===== src/rtl/board_selftest_pkg.sv =====
package board_selftest_pkg;
   localparam int SW_W  = 4;
   localparam int LED_W = 8;
   localparam int SEG_W = 7;
   localparam int PAIRS = SW_W - 1;

   typedef logic [SW_W-1:0]  sw_t;
   typedef logic [LED_W-1:0] led_t;
   typedef logic [SEG_W-1:0] seg_t;
endpackage


===== src/rtl/bt_hex_seg.sv =====
// Combinational hex digit to seven-segment decoder; bit 0 = segment a.
module bt_hex_seg
   import board_selftest_pkg::*;
#(
   parameter bit ACTIVE_LOW = 1'b1
) (
   input  sw_t  digit,
   output seg_t seg
);
   seg_t lit;   // 1 = segment on, bit order g..a

   always_comb begin
      unique case (digit)
         4'h0: lit = 7'b0111111;
         4'h1: lit = 7'b0000110;
         4'h2: lit = 7'b1011011;
         4'h3: lit = 7'b1001111;
         4'h4: lit = 7'b1100110;
         4'h5: lit = 7'b1101101;
         4'h6: lit = 7'b1111101;
         4'h7: lit = 7'b0000111;
         4'h8: lit = 7'b1111111;
         4'h9: lit = 7'b1101111;
         4'hA: lit = 7'b1110111;
         4'hB: lit = 7'b1111100;
         4'hC: lit = 7'b0111001;
         4'hD: lit = 7'b1011110;
         4'hE: lit = 7'b1111001;
         default: lit = 7'b1110001;
      endcase
   end

   generate
      if (ACTIVE_LOW) begin : g_low
         assign seg = ~lit;
      end else begin : g_high
         assign seg = lit;
      end
   endgenerate
endmodule


===== src/rtl/bt_blink_div.sv =====
// Free-running binary divider; the top bit is the blink output.
module bt_blink_div #(
   parameter int BITS = 24
) (
   input  logic clk,
   input  logic rst,
   output logic blink
);
   logic [BITS-1:0] count;

   always_ff @(posedge clk) begin
      if (rst) count <= '0;
      else     count <= count + 1'b1;
   end

   assign blink = count[BITS-1];
endmodule


===== src/rtl/bt_switch_leds.sv =====
// Switch-to-light mapping: complementary pairs plus an AND light.
module bt_switch_leds
   import board_selftest_pkg::*;
(
   input  sw_t                 sw,
   output logic [2*PAIRS:0]    lights
);
   genvar k;
   generate
      for (k = 0; k < PAIRS; k++) begin : g_pair
         assign lights[2*k]   =  sw[k];
         assign lights[2*k+1] = ~sw[k];
      end
   endgenerate

   assign lights[2*PAIRS] = sw[SW_W-1] & sw[SW_W-2];
endmodule


===== src/rtl/board_selftest.sv =====
module board_selftest
   import board_selftest_pkg::*;
#(
   parameter int BLINK_BITS     = 24,
   parameter bit SEG_ACTIVE_LOW = 1'b1
) (
   input  logic             clk,
   input  logic             rst,
   input  logic [SW_W-1:0]  sw,
   output logic [LED_W-1:0] led,
   output logic [SEG_W-1:0] seg
);
   localparam int STATIC_LEDS = 2 * PAIRS + 1;

   generate
      if (BLINK_BITS < 2 || BLINK_BITS > 32) begin : g_bad_bits
         $error("BLINK_BITS must be within 2..32");
      end
      if (STATIC_LEDS + 1 != LED_W) begin : g_bad_leds
         $error("light bar width does not match switch count");
      end
   endgenerate

   logic [STATIC_LEDS-1:0] static_leds;
   logic                   blink;

   bt_switch_leds u_map (
      .sw     (sw),
      .lights (static_leds)
   );

   bt_blink_div #(.BITS(BLINK_BITS)) u_div (
      .clk   (clk),
      .rst   (rst),
      .blink (blink)
   );

   bt_hex_seg #(.ACTIVE_LOW(SEG_ACTIVE_LOW)) u_dec (
      .digit (sw),
      .seg   (seg)
   );

   assign led = {blink, static_leds};
endmodule


===== config.mk =====
export PLATFORM = sky130hd
export DESIGN_NAME = board_selftest
export DESIGN_NICKNAME = d
export VERILOG_FILES = /design/src/rtl/board_selftest_pkg.sv /design/src/rtl/bt_hex_seg.sv /design/src/rtl/bt_blink_div.sv /design/src/rtl/bt_switch_leds.sv /design/src/rtl/board_selftest.sv
export SDC_FILE = /design/constraint.sdc
export NUM_CORES = 1
export LEC_CHECK = 0
export CORE_AREA = 4 4 54 56
export DETAILED_ROUTE_END_ITERATION = 8
export DIE_AREA = 0 0 58 60
export PLACE_DENSITY = 0.77
export RECOVER_POWER = 25
export SLEW_MARGIN = 20
export SYNTH_ARGS = -nofsm -noshare
export SYNTH_HDL_FRONTEND = slang
export SYNTH_SLANG_ARGS = --single-unit

===== constraint.sdc =====
create_clock -name clk -period 4.85 [get_ports clk]
set_clock_uncertainty 0.15 [all_clocks]
set_input_delay 0.97 -clock clk [delete_from_list [all_inputs] [get_ports clk]]
set_output_delay 0.97 -clock clk [all_outputs]
set_load 0.01 [all_outputs]

Yosys cells after proc, flatten, opt, wreduce, memory -nomap -nowiden --
Memory sizes are Yosys's and may differ from the RTL's. Index checks and enable logic that the tools add are counted.
Cells by class: bitwise logic cells 5, $add $sub $neg 1
Operators by type and width (number):
- adder 24 x 1 -> 24 bit, second input constant | 1
- inverter 7 bit | 1
- inverter 1 bit | 3
- AND 1 bit | 1
Storage, ports and cells: logic and storage cells 8, bits of input ports 6, memories 1, register bits 24, output and inout port bits 15, bits in read-only memories 112
Memory list:
- (no name shown) | depth 16, width 7, rd ports 1, clocked after memory_dff 0, wr ports 0, RTL line bt_hex_seg.sv:13 | unique case (digit)

Depth between registers and ports, before layout --
An unclocked memory read counts as a cell.
depth after elaboration 2, depth in mapped cells 6, gate-level depth less buffers 5

By module --
From an unflattened synthesis, not the netlist that was laid out.
Unflattened totals: cells, all modules 159, area total of the unflattened synthesis 1371.3 µm²
By module, submodules not included:
- bt_blink_div | cells each 120, area an instance 1071.0 µm², instances 1, seq. area each 480.5 µm²
- bt_hex_seg | cells each 31, area an instance 252.7 µm², instances 1, seq. area each 0.0 µm²
- bt_switch_leds | cells each 7, area an instance 40.0 µm², instances 1, seq. area each 0.0 µm²
- board_selftest | cells each 1, area an instance 7.5 µm², instances 1, seq. area each 0.0 µm²

Worst setup path after synthesis --
Ideal clock, no wire load.
path kind in2out, start point input sw[0], end point output seg[3], buffers on the path 0, data arrival time 1.880 ns, setup slack 1.850 ns, cell stages on the path 4, required time 3.730 ns, cell sequence inv_1 -> ha_1 -> inv_1 -> mux4_2
Between the ends: word-level cells in the longest chain between the ends 2
RTL lines:
- from (decl) | RTL line board_selftest.sv:9 | input logic [SW_W-1:0] sw,
- memory read (16 x 7 bit)
- inverter 7 bit | RTL line bt_hex_seg.sv:35 | assign seg = ~lit;
- to (decl) | RTL line board_selftest.sv:11 | output logic [SEG_W-1:0] seg
No other way between the ends.

Final worst setup path --
start point input sw[1], end point output seg[3]
Same word-level chain as after synthesis.

==> summary.md <==
| Metric | Value |
|---|---|
| Final min period | 4.11 ns |
| Worst setup SP type | input port |
| Drc violations | 0 |
| Worst EP arrival | 2.99 ns |
| Worst-Skew Late Latency | about 0.32 ns |
| Crit-path leading delay family | buffers and inverters |
| Antenna violations before repair | 0 |
| P_sw | between 0.00008 and 0.00009 W |
| Setup Total Neg Slack | 0 ns |
| Post-DP HPWL | 1860 um |
| RSZ-0062 raised after global routing | false |
| Required time of the worst setup path | about 3.7 ns |
| Vias | 1,167 |
| Fillcell total | 215 |
| Post_cts resized | 0 |
| Slew headroom | 0.440 |
| HP Class | reg -> reg |
| Hold-fix buffers at CTS | 0 |
| Yosys reg bits | 24 |
| Tcrit/Tclk final | 0.848 |
| Layout Area Growth over Synthesis | 16.7% |
| Syn_nets | 172 |
| Core area | between 2000 and 2500 um2 |
| Final ANT Viol Nets | 0 |
| Diodes inserted | 0 |
| Clock Pin Slew Worst Setup and Hold Paths | 0.13 ns |
| Crit path from | sw[1] |
| MaxCap Viol Count | 0 |
| Max VDD drop | 0.244 mV |
| Routability congestion estimate | 0.755 |
| Post-synthesis area per instance | just over 8 um2 |
| CTS root buf | clkbuf_4 |
| Register area share after synthesis | 0.366 |
| DP Worst Slack | 0.713 ns |
| Logic gate share of total power | 0.141 |
| Crit path buf inv count | 4 |
| Final net count | between 150 and 200 |
| Post-synth cell types | 34 |
| CTS tree | done |
| Crit path cell chain | clkdlybuf4s50_1, inv_1, ha_1, inv_1, mux4_2, clkdlybuf4s50_1 |
| CP endpoint kind | output port |
| Crit path max fanout | 7 |
| Slew Viols, Final | 0 |
| Routed wire length | around 2600 um |
| Clock share of power | 0.296 |
| Setup violators final | 0 |
| Std cell rows | 18 |
| YS warnings | 0 |
| Die Ht | approximately 60 um |
| Num CTS Buffers | 3 |
| Sw Share | 0.242 |
| Avg Vias per Cell | approximately 5.7 |
| # Post-CTS Setup Buffers | 0 |
| Crit Path Class | in -> out |
| Clk buf depth | 2 |
| Final hold violation count | 0 |
| R2r startpoint | u_div.count[0] |
| Full die area | 3480 um2 |
| Largest Register | u_div.count |
| Die X | slightly below 60 um |
| GR Util All Layers | 0.151 |
| Final WS setup | roughly 0.74 ns |
| Global route overflow | 0 |
| Worst-Margin Slew | 0.837 ns |
| Fmax | 0.243 GHz |
| Global-route wire length before repair | 4250 um |
| Static leakage | 0.518 nW |
| # IOs | 21 |
| Pwr Density | 234 nW/um2 |
| Post-Syn Area | 1310 um2 |
| Sequential power share | 0.563 |
| Largest net degree at the start of global routing | 25 |
| Total chip power | approximately 0.00036 W |
| Biggest registers after layout | u_div.count: 24 flops |
| H-tree levels | 1 |
| Largest stage delay on the critical path | 0.60 ns |
| CTS sink count | 24 |
| Crit-path slowest cell | clkdlybuf4s50_1 |
| PortBufs | 20 |
| TritonRoute pass-1 iters | 5 |
| Hold_sp | u_div.count[0] |
| Cells after Synth | roughly 160 |
| Initial Utilization | 0.540 |
| Share of cells above drive strength 1 | 0.0520 |
| WL/cell | 12.6 um |
| DRT iter0 DRCs | 27 |
| Vias in the first global route | between 1k and 1.5k |
| Core Util, Final | 0.630 |
| Internal Pwr Total | 0.000272 W |
| Outcome | finished clean |
| Max reg flops | 24 |
-- worst reg2reg max path, delay by kind of cell, from the launching register on --
family | cells | cell delay (ns)
AOI/OAI and AO/OA | 1 | 0.14
and+or+nand+nor | 3 | 1.29
DFF | 1 | 0.42
adders and majority gates | 1 | 0.26
-- synth_stat cells --
master | count | area, um2
inv_1 | 7 | 26.3
nand4_2 | 1 | 12.5
dfxtp_1 | 24 | 480
mux2i_1 | 1 | 10.0
a22o_1 | 1 | 8.76
o32ai_1 | 1 | 8.76
o21ai_0 | 11 | 55.1
xnor2_1 | 8 | 70.1
and4_2 | 1 | 10.0
buf_2 | 1 | 5.00
nor3_1 | 4 | 20.0
nand2_1 | 9 | 33.8
nand3_2 | 1 | 10.0
nand3_1 | 7 | 35.0
a31oi_1 | 2 | 12.5
nor2b_1 | 3 | 18.8
o211ai_1 | 1 | 7.51
nor2_1 | 19 | 71.3
xor2_1 | 4 | 35.0
nand2b_1 | 2 | 12.5
clkbuf_1 | 4 | 15.0
or3_2 | 1 | 7.51
a21oi_1 | 10 | 50.1
nor4_1 | 2 | 12.5
buf_4 | 4 | 30.0
nand4_1 | 6 | 37.5
or3_1 | 9 | 56.3
clkbuf_2 | 1 | 5.00
ha_1 | 7 | 87.6
mux4_2 | 1 | 22.5
and2_1 | 1 | 6.26
or4_1 | 2 | 15.0
and4_1 | 2 | 17.5
o31ai_1 | 1 | 7.51
-- layout by cell type (no fill, tap or decap) --
master           count
a22o_1               1
or3_1                9
nand3_2              1
o21ai_0             11
o211ai_1             1
nand2_1              9
nand4_2              1
inv_1                7
a21oi_1             10
xnor2_1              8
dlygate4sd3_1        1
dfxtp_1             24
and4_1               2
and4_2               1
nor3_1               4
a31oi_1              2
mux4_2               1
clkbuf_8             1
or3_2                1
nand2b_1             2
o32ai_1              1
nor2_1              19
nand3_1              7
nand4_1              6
nor2b_1              3
ha_1                 7
mux2i_1              1
nor4_1               2
xor2_1               4
o31ai_1              1
clkbuf_4             3
and2_1               1
clkdlybuf4s50_1     19
or4_1                2
-- final cells by class --
class,count,area (um2),share of cell area
Clock buffer,4,36.3,0.0237
Sequential cell,24,480,0.313
Inverter,7,26.3,0.0171
Tap cell,30,37.5,0.0245
Multi-Input combinational cell,118,752,0.491
Timing Repair Buffer,20,200,0.131
-- stage by stage --
stage	std cells	hold slack (ns)	instance area, um2
final	203	0.350	1530
after global routing	203	0.381	1530
after CTS	203	0.356	1530
after detailed placement	199	0.326	1500
after global placement	199	0.309	1500
after floorplan	159	0.291	1310
-- power groups by stage --
stage	registers, W	logic, W	clock network [W]
2_1_floorplan	0.000206	0.0000268	0
3_3_place_gp	0.000206	0.0000497	0
3_5_place_dp	0.000206	0.0000513	0
4_1_cts	0.000202	0.0000515	0.000109
5_1_grt	0.000203	0.0000557	0.000116
6_report	0.000202	0.0000506	0.000106
-- cells by family (layout without fill, tap and decap cells) --
group | Yosys count | in the layout | synth area share
and+or+nand+nor | 70 | 70 | 0.287
AOI/OAI and AO/OA | 27 | 27 | 0.114
DFF | 24 | 24 | 0.366
buffers and inverters | 17 | 31 | 0.0619
xor gates and xnor gates | 12 | 12 | 0.0800
adders and majority gates | 7 | 7 | 0.0667
muxes | 2 | 2 | 0.0248
-- final timing paths --
check,endpoint,slack (ns),cells past startpoint
worst max-delay path,seg[3],0.74,6
worst min-delay path,u_div.count[0],0.35,1
worst max register to register,u_div.count[22],2.53,5
worst min register to register,u_div.count[0],0.35,1
-- metal layers --
layer	track usage	vias up	routed length [um]
met2	0.279	34	1310
met5	0	-	0
met1	0.165	544	1080
li1	-	583	-
met3	0.0518	6	147
met4	0.0397	0	21
Note: power is estimated with default switching activity, not from simulation.
